[config.mk]
export PLATFORM = sky130hd
export DESIGN_NAME = conv_sequencer
export DESIGN_NICKNAME = d
export VERILOG_FILES = /design/src/rtl/conv_seq_pkg.sv /design/src/rtl/seq_timebase.sv /design/src/rtl/seq_ctrl.sv /design/src/rtl/seq_phase_gen.sv /design/src/rtl/seq_late_line.sv /design/src/rtl/conv_sequencer.sv
export SDC_FILE = /design/constraint.sdc
export NUM_CORES = 1
export LEC_CHECK = 0
export BUFFER_PORTS_ARGS = -buffer_cell sky130_fd_sc_hd__buf_4
export CORE_MARGIN = 3
export CORE_UTILIZATION = 40
export DETAILED_ROUTE_END_ITERATION = 10
export GPL_TIMING_DRIVEN = 0
export SETUP_SLACK_MARGIN = 0.3
export SLEW_MARGIN = 20
export SYNTH_ARGS = -nofsm -noshare
export SYNTH_HDL_FRONTEND = slang
export SYNTH_SLANG_ARGS = --single-unit
[constraint.sdc]
create_clock -name clk_i -period 6.7 [get_ports clk_i]
set_input_delay 1.34 -clock clk_i [delete_from_list [all_inputs] [get_ports clk_i]]
set_output_delay 1.34 -clock clk_i [all_outputs]
set_load 0.03 [all_outputs]
[src/rtl/conv_seq_pkg.sv]
// Shared types for the conversion sequencer.
package conv_seq_pkg;

    // Sequencer operating state.
    typedef enum logic [1:0] {
        SEQ_IDLE  = 2'd0,
        SEQ_MOD   = 2'd1,
        SEQ_DECIM = 2'd2
    } seq_state_e;

    // Decoded state flags handed from the controller to the output stage.
    typedef struct packed {
        logic busy;
        logic in_mod;
        logic in_dec;
        logic first_cyc;
        logic odd_cyc;
        logic dec_due;
    } seq_flags_t;

endpackage

[src/rtl/seq_timebase.sv]
// Slot counter inside one sampling period.
// Assumes the period is a power of two, 2**PH_W reference clocks. The counter is
// held at zero while run_i is low, so every conversion starts at slot 0.
module seq_timebase #(
    parameter int PH_W = 9
) (
    input  logic            clk_i,
    input  logic            rst_ni,
    input  logic            run_i,
    output logic [PH_W-1:0] ph_o,
    output logic            ph_last_o
);
    logic [PH_W-1:0] ph_q;

    // Advance the slot while running; the natural wrap closes each period.
    always_ff @(posedge clk_i) begin
        if (!rst_ni)    ph_q <= '0;
        else if (run_i) ph_q <= ph_q + PH_W'(1);
        else            ph_q <= '0;
    end

    assign ph_o      = ph_q;
    assign ph_last_o = &ph_q;
endmodule

[src/rtl/seq_ctrl.sv]
// Conversion controller: idle -> modulator cycles -> filter-only cycles -> idle.
// Assumes MOD_CYCLES, DEC_CYCLES and DEC_EVERY are at least 1. Cycle counts
// advance on the last slot of each sampling period.
module seq_ctrl
    import conv_seq_pkg::*;
#(
    parameter int MOD_CYCLES = 120,
    parameter int DEC_CYCLES = 80,
    parameter int DEC_EVERY  = 40
) (
    input  logic       clk_i,
    input  logic       rst_ni,
    input  logic       wake_i,
    input  logic       ph_last_i,
    output seq_flags_t flags_o
);
    localparam int CYC_MAX = (MOD_CYCLES > DEC_CYCLES) ? MOD_CYCLES : DEC_CYCLES;
    localparam int CYC_W   = $clog2(CYC_MAX + 1);
    localparam int DC_W    = $clog2(DEC_EVERY + 1);
    localparam logic [CYC_W-1:0] MOD_LAST = CYC_W'(MOD_CYCLES - 1);
    localparam logic [CYC_W-1:0] DEC_LAST = CYC_W'(DEC_CYCLES - 1);
    localparam logic [DC_W-1:0]  DC_LAST  = DC_W'(DEC_EVERY - 1);

    seq_state_e       state_q;
    logic [CYC_W-1:0] cyc_q;
    logic [DC_W-1:0]  dcnt_q;

    // State, per-phase cycle count and decimation group count.
    always_ff @(posedge clk_i) begin
        if (!rst_ni) begin
            state_q <= SEQ_IDLE;
            cyc_q   <= '0;
            dcnt_q  <= '0;
        end else begin
            case (state_q)
                SEQ_IDLE: begin
                    if (wake_i) begin
                        state_q <= SEQ_MOD;
                        cyc_q   <= '0;
                        dcnt_q  <= '0;
                    end
                end
                SEQ_MOD: begin
                    if (ph_last_i) begin
                        dcnt_q <= (dcnt_q == DC_LAST) ? '0 : dcnt_q + DC_W'(1);
                        if (cyc_q == MOD_LAST) begin
                            state_q <= SEQ_DECIM;
                            cyc_q   <= '0;
                        end else begin
                            cyc_q <= cyc_q + CYC_W'(1);
                        end
                    end
                end
                SEQ_DECIM: begin
                    if (ph_last_i) begin
                        dcnt_q <= (dcnt_q == DC_LAST) ? '0 : dcnt_q + DC_W'(1);
                        if (cyc_q == DEC_LAST) begin
                            state_q <= SEQ_IDLE;
                            cyc_q   <= '0;
                        end else begin
                            cyc_q <= cyc_q + CYC_W'(1);
                        end
                    end
                end
                default: state_q <= SEQ_IDLE;
            endcase
        end
    end

    // Flag decode for the output stage.
    always_comb begin
        flags_o.busy      = (state_q != SEQ_IDLE);
        flags_o.in_mod    = (state_q == SEQ_MOD);
        flags_o.in_dec    = (state_q == SEQ_DECIM);
        flags_o.first_cyc = (cyc_q == '0);
        flags_o.odd_cyc   = cyc_q[0];
        flags_o.dec_due   = (dcnt_q == DC_LAST);
    end

    // A request during the filter phase must not disturb it.
    AST_BUSY_WAKE_IGNORED: assert property (@(posedge clk_i) disable iff (!rst_ni)
        (state_q == SEQ_DECIM && wake_i && !ph_last_i) |=> (state_q == SEQ_DECIM));
    // The modulator run always hands over to the filter, never straight to idle.
    AST_MOD_HANDS_OVER: assert property (@(posedge clk_i) disable iff (!rst_ni)
        (state_q == SEQ_MOD) |=> (state_q != SEQ_IDLE));
    // The modulator cycle count stays inside its run length.
    AST_MOD_CYC_BOUND: assert property (@(posedge clk_i) disable iff (!rst_ni)
        (state_q == SEQ_MOD) |-> (cyc_q < CYC_W'(MOD_CYCLES)));
endmodule

[src/rtl/seq_phase_gen.sv]
// Registered output decode: phases, evaluate, chopper, resets, strobe, power-downs.
// Assumes 0 < GAP_CLKS < half period. Every output is registered, so nothing
// glitches toward the analog section.
module seq_phase_gen
    import conv_seq_pkg::*;
#(
    parameter int PH_W     = 9,
    parameter int GAP_CLKS = 8
) (
    input  logic            clk_i,
    input  logic            rst_ni,
    input  seq_flags_t      flags_i,
    input  logic [PH_W-1:0] ph_i,
    input  logic            ph_last_i,
    output logic            phi1_o,
    output logic            phi2_o,
    output logic            eval_o,
    output logic            chop_o,
    output logic            rst_begin_o,
    output logic            rst_finish_o,
    output logic            decim_stb_o,
    output logic            ana_pd_o,
    output logic            dig_pd_o
);
    localparam int              PERIOD   = 2 ** PH_W;
    localparam logic [PH_W-1:0] GAP_V    = PH_W'(GAP_CLKS);
    localparam logic [PH_W-1:0] HALF_V   = PH_W'(PERIOD / 2);
    localparam logic [PH_W-1:0] HALF_GAP = PH_W'(PERIOD / 2 + GAP_CLKS);

    logic in_gap_start;

    // Slot lies in the guard gap at the head of the period.
    assign in_gap_start = (ph_i < GAP_V);

    // Register every control line from the current slot and state.
    always_ff @(posedge clk_i) begin
        if (!rst_ni) begin
            phi1_o       <= 1'b0;
            phi2_o       <= 1'b0;
            eval_o       <= 1'b0;
            chop_o       <= 1'b0;
            rst_begin_o  <= 1'b0;
            rst_finish_o <= 1'b0;
            decim_stb_o  <= 1'b0;
            ana_pd_o     <= 1'b1;
            dig_pd_o     <= 1'b1;
        end else begin
            phi1_o       <= flags_i.in_mod && !in_gap_start && (ph_i < HALF_V);
            phi2_o       <= flags_i.in_mod && (ph_i >= HALF_GAP);
            eval_o       <= flags_i.in_mod && (ph_i >= HALF_V) && (ph_i < HALF_GAP);
            chop_o       <= flags_i.in_mod && flags_i.odd_cyc;
            rst_begin_o  <= flags_i.in_mod && flags_i.first_cyc && in_gap_start;
            rst_finish_o <= flags_i.in_dec && flags_i.first_cyc && in_gap_start;
            decim_stb_o  <= flags_i.busy && flags_i.dec_due && ph_last_i;
            ana_pd_o     <= !flags_i.in_mod;
            dig_pd_o     <= !flags_i.busy;
        end
    end

    // The two integrator phases are never high together.
    AST_PHASE_EXCLUSIVE: assert property (@(posedge clk_i) disable iff (!rst_ni)
        !(phi1_o && phi2_o));
    // The evaluate strobe sits in the gap, clear of both phases.
    AST_EVAL_IN_GAP: assert property (@(posedge clk_i) disable iff (!rst_ni)
        eval_o |-> (!phi1_o && !phi2_o));
    // The start reset never coincides with an integrating phase.
    AST_RST_BEGIN_QUIET: assert property (@(posedge clk_i) disable iff (!rst_ni)
        rst_begin_o |-> (!phi1_o && !phi2_o));
endmodule

[src/rtl/seq_late_line.sv]
// Fixed delay of one control line by DEPTH reference clocks.
// Assumes DEPTH >= 1; the line is cleared by reset.
module seq_late_line #(
    parameter int DEPTH = 4
) (
    input  logic clk_i,
    input  logic rst_ni,
    input  logic d_i,
    output logic q_o
);
    logic [DEPTH-1:0] sh_q;

    // Shift the input one stage per clock.
    always_ff @(posedge clk_i) begin
        if (!rst_ni) sh_q <= '0;
        else         sh_q <= DEPTH'({sh_q, d_i});
    end

    assign q_o = sh_q[DEPTH-1];
endmodule

[src/rtl/conv_sequencer.sv]
// One-shot sequencer for an incremental converter.
// Assumes 1 <= LATE_CLKS <= GAP_CLKS < 2**(SAMPLE_DIV_LOG2-1), so a late copy
// ends before the opposite phase begins. A wake-up is honoured only while idle.
module conv_sequencer
    import conv_seq_pkg::*;
#(
    parameter int SAMPLE_DIV_LOG2 = 9,
    parameter int MOD_CYCLES      = 120,
    parameter int DEC_CYCLES      = 80,
    parameter int DEC_EVERY       = 40,
    parameter int GAP_CLKS        = 8,
    parameter int LATE_CLKS       = 4
) (
    input  logic clk_i,
    input  logic rst_ni,
    input  logic wake_i,
    output logic phi1_o,
    output logic phi2_o,
    output logic phi1_late_o,
    output logic phi2_late_o,
    output logic eval_o,
    output logic chop_o,
    output logic rst_begin_o,
    output logic rst_finish_o,
    output logic decim_stb_o,
    output logic ana_pd_o,
    output logic dig_pd_o
);
    localparam int PH_W = SAMPLE_DIV_LOG2;

    seq_flags_t      flags;
    logic [PH_W-1:0] ph;
    logic            ph_last;
    logic [1:0]      phase_now;
    logic [1:0]      phase_late;

    seq_timebase #(.PH_W(PH_W)) u_timebase (
        .clk_i     (clk_i),
        .rst_ni    (rst_ni),
        .run_i     (flags.busy),
        .ph_o      (ph),
        .ph_last_o (ph_last)
    );

    seq_ctrl #(
        .MOD_CYCLES (MOD_CYCLES),
        .DEC_CYCLES (DEC_CYCLES),
        .DEC_EVERY  (DEC_EVERY)
    ) u_ctrl (
        .clk_i     (clk_i),
        .rst_ni    (rst_ni),
        .wake_i    (wake_i),
        .ph_last_i (ph_last),
        .flags_o   (flags)
    );

    seq_phase_gen #(
        .PH_W     (PH_W),
        .GAP_CLKS (GAP_CLKS)
    ) u_phase_gen (
        .clk_i        (clk_i),
        .rst_ni       (rst_ni),
        .flags_i      (flags),
        .ph_i         (ph),
        .ph_last_i    (ph_last),
        .phi1_o       (phi1_o),
        .phi2_o       (phi2_o),
        .eval_o       (eval_o),
        .chop_o       (chop_o),
        .rst_begin_o  (rst_begin_o),
        .rst_finish_o (rst_finish_o),
        .decim_stb_o  (decim_stb_o),
        .ana_pd_o     (ana_pd_o),
        .dig_pd_o     (dig_pd_o)
    );

    assign phase_now = {phi2_o, phi1_o};

    // One delay line per integrator phase.
    for (genvar g = 0; g < 2; g++) begin : g_late
        seq_late_line #(.DEPTH(LATE_CLKS)) u_late (
            .clk_i  (clk_i),
            .rst_ni (rst_ni),
            .d_i    (phase_now[g]),
            .q_o    (phase_late[g])
        );
    end

    assign phi1_late_o = phase_late[0];
    assign phi2_late_o = phase_late[1];

    // A late phase never meets the opposite undelayed phase.
    AST_LATE_NO_OVERLAP: assert property (@(posedge clk_i) disable iff (!rst_ni)
        !(phi1_late_o && phi2_o) && !(phi2_late_o && phi1_o));
    // Integrator phases run only while the analog section is powered.
    AST_PHASES_NEED_POWER: assert property (@(posedge clk_i) disable iff (!rst_ni)
        ana_pd_o |-> (!phi1_o && !phi2_o && !eval_o && !chop_o));
    // The analog section is never on while the digital section is off.
    AST_DIG_COVERS_ANA: assert property (@(posedge clk_i) disable iff (!rst_ni)
        dig_pd_o |-> ana_pd_o);
endmodule

==> impl_summary.md <==
Final layout
0 antenna diodes ended up in the layout. The library cells used most frequently in the layout, excluding fill and tap cells, are 41 x dfxtp_1, 15 x nand2_1, 15 x nor2_1. The area growth from synthesis to layout is 14.7%. The filler cell count is 403. The proportion of layout cells with a drive suffix above 1 is 12.4%. The library cell used most frequently in the layout, excluding fill and tap cells, is dfxtp_1. For this run, the post-layout net count is 231. The final core utilization is 49.3%.

STA
The clock arrives with 7.12 ps of skew. Setup repair after global routing left no endpoint under its margin. The worst hold slack is 435 ps. For the pin with the worst max-slew slack, the measured transition is 602 ps.

Timing would allow up to 359 MHz. The worst path needs 2790 ps of the cycle, external delays included. Measured against its own limit, the worst slew margin works out to 59.7%. The number of slew-limit violations in the final report came to 0. The number of hold violations in the final report is 0. Dividing the final minimum period by the clock period gives 41.6%. In the final timing run, aggregate negative setup slack is 0 ps. The final setup violation count is 0.

Critical path
The cell family contributing the most delay on the critical path is simple AND/OR/NAND/NOR gates. The critical path goes through ha_1 -> nand3_1 -> nor3_1 -> ha_1 -> o21ba_1 -> or3_4 -> or4_1 -> a221oi_1. The type of element launching the critical path is a flop. Among the stages of the critical path, the cell type that occurs most often is ha_1. For the worst setup path, the data required time is 6890 ps. The signal arrival time at the worst endpoint is 2980 ps. The number of buffers and inverters on the critical path is 0. The largest individual stage delay along the critical path comes from the cell or4_1. The largest fanout on the critical path is 6.

The endpoint kind of the worst setup timing path is a flop. In this design, the stage delay of the slowest critical-path cell is 530 ps. The class of the most critical setup path is reg -> reg.

Floorplan
The area of the die is 5290 um2. In this run the vertical extent of the chip is 72.8 um. The core footprint is 4140 um2.

The die outline width is 72.8 um. The total number of placement rows is 23. 14 I/O pins were placed.

For this configuration, the core starts out at a cell density of 43.0%.

Power
The portion of total power attributed to sequential cells is 41.7%. Internal power comes to 440 uW. The analysis attributes to cell leakage a power of 0.758 nW. VDD sags by at most 0.000189 V.

The clock network burns 25.6% of the power. The total power density per cell area is 331 nW/um2. In this run, the combinational gates consume 32.6% of the power. The overall power consumption is 676 uW. Net switching is 34.9% of the power. For this design the total switching power over the nets is 236 uW.

GRT
The global-route wire length before repair is 5.75 mm. The remaining global-route overflow is 0. For this run, global-route usage on met1 was measured as 16.8%. The global routing usage on met3 is 4.55%.

The met2 demand-to-capacity share in global routing is 22.6%. In the global route stage, overall resource usage came out at 13.6%. The initial antenna violation count came to 0. The number of global-route vias before repair is 1,356. The maximum number of pins on one net before global-route repair is 13. met2 is the most crowded layer.

Route
The first-iteration detailed-routing DRC count is 89. The count of antenna-violating nets left after detailed routing is 0. The total number of vias is 1,429.

The count of TritonRoute iterations in the first routing pass is 4. After detailed routing, the average wire length per cell comes to 12.6 um. The average via count per standard cell is 5.35. In the routed design, unresolved DRC markers number 0. The total detailed-routing wirelength is 3.36 mm.

Clocking
The H-tree was split into 2 levels. The clock net sink count is 41. The buffer depth of the longest clock path is 2.

The clock root buffer is clkbuf_8. In this run, post-CTS hold repair placed 0 buffers. TritonCTS built the clock tree.

The source-to-sink clock delay at the later pin of the worst-skew pair is 290 ps. The post-cts resize count is 0. Clock-pin slew was measured on the worst setup and hold paths at 80 ps. The number of clock buffers added by TritonCTS is 5.

In this run the post-CTS setup repair buffer count came out at 0.

Synthesis
In the synthesized netlist, the number of instances is 196. The cell type contributing the most total cell area after synthesis is dfxtp_1. Yosys printed 0 warnings.

The fraction of post-synthesis cell area in the top cell type by area is 46.0%. The mean instance size in the synthesized netlist is 9.10 um2. The netlist uses 39 different library cells. The combined area of all synthesized cells is 1780 um2.

The synthesis-stage register bit count is 41. The net count after synthesis is 211. The share of the Yosys chip area taken by registers is 46.0%.

By area the synthesized netlist is led by dfxtp_1 46%, ha_1 8.4%, nand3_1 3.6%.

Hold path
In this run the worst hold path is classified as reg -> reg.

Placement
The detailed placer's ending HPWL is 2.43 mm. Buffers placed on the I/O ports in this run total 13. The weighted congestion reported at the end of routability-driven placement is 0.873.

Flow run
The number of maximum-capacitance violations is 0.

Status
The flow ran to the end, and the final reports show no timing, DRC or antenna violations.
[cell usage after synthesis]
cell type	count
dfxtp_1	41
nand2_1	15
nor2_1	15
inv_1	14
nand3_1	13
ha_1	12
and2_1	9
a21oi_1	7
o21ai_0	6
or4_1	6
xnor2_1	6
clkbuf_1	5
nor3_1	5
a211oi_1	3
a221oi_1	3
a31oi_1	3
nand4_1	3
nor4_1	3
or3_1	3
mux2i_1	2
nor2b_1	2
nor3b_1	2
o31ai_1	2
a221o_2	1
a41oi_1	1
and3_1	1
and4_1	1
buf_2	1
nand2b_1	1
nand3b_1	1
nand4b_1	1
nor3_2	1
nor4b_1	1
o21ai_1	1
o21ba_1	1
o31a_2	1
or2_2	1
or3_4	1
xor2_1	1
[state kept, by name, summed over array words and instances, names as in the netlist, 2 cells and up]
register	count
g_late.u_late.sh_q	8
u_ctrl.cyc_q	7
u_ctrl.state_q	2
u_ctrl.dcnt_q	6
u_timebase.ph_o	9
[routing by layer]
layer | wire, um | up-vias
li1 | - | 727
met1 | 1640 | 670
met2 | 1540 | 30
met3 | 176 | 2
met4 | 13 | 0
met5 | 0 | -
[cell type report]
type                       instances  area [um2]  share of cell area [%]
sequential                        41         821                    40.1
clock inverter                     1        5.00                   0.245
timing repair buffer              13        97.6                    4.77
tap                               50        62.6                    3.06
clock buffer                       7        96.3                    4.71
inverter                          14        52.6                    2.57
multi-input combinational        135         886                    43.3
buffer                             6        23.8                    1.16
[per-stage QoR]
stage	instances	cell area, um2	setup slack (ps)
2_1_floorplan	196	1780	4020
3_3_place_gp	259	1940	3860
3_5_place_dp	259	1940	3800
4_1_cts	267	2040	3880
5_1_grt	267	2040	3650
6_report	267	2040	3910
[path summary, 6_finish.rpt]
| path | from | end | slack [ps] | cells after the start |
|---|---|---|---|---|
| setup / recovery | u_timebase.ph_o[0] | u_ctrl.cyc_q[5] | 3910 | 8 |
| hold / removal | g_late[0].u_late.sh_q[0] | g_late[0].u_late.sh_q[1] | 440 | 1 |
| setup reg to reg | u_timebase.ph_o[0] | u_ctrl.cyc_q[5] | 3910 | 8 |
| hold reg to reg | g_late[0].u_late.sh_q[0] | g_late[0].u_late.sh_q[1] | 440 | 1 |
[worst register-to-register path, stage by stage, from the launching register on]
cell and delay (ps):
dfxtp_1 400, ha_1 210, nand3_1 160, nor3_1 230, ha_1 260, o21ba_1 230
or3_4 420, or4_1 530, a221oi_1 280
[power by group through the flow]
stage	registers, mW	clock network (mW)	logic, mW
6_report	0.282	0.173	0.221
3_3_place_gp	0.286	0	0.213
5_1_grt	0.286	0.193	0.249
4_1_cts	0.282	0.180	0.221
2_1_floorplan	0.295	0	0.158
3_5_place_dp	0.288	0	0.221
[cell families after synthesis]
group	count (synthesis)	synth area share (%)
mux	2	1.12
compound gates	29	10.8
fa+ha+maj	12	8.42
xor+xnor	7	3.44
flops	41	46.0
simple gates	85	25.9
buf+inv	20	4.28
No activity file was read; power rests on OpenSTA's default activity.
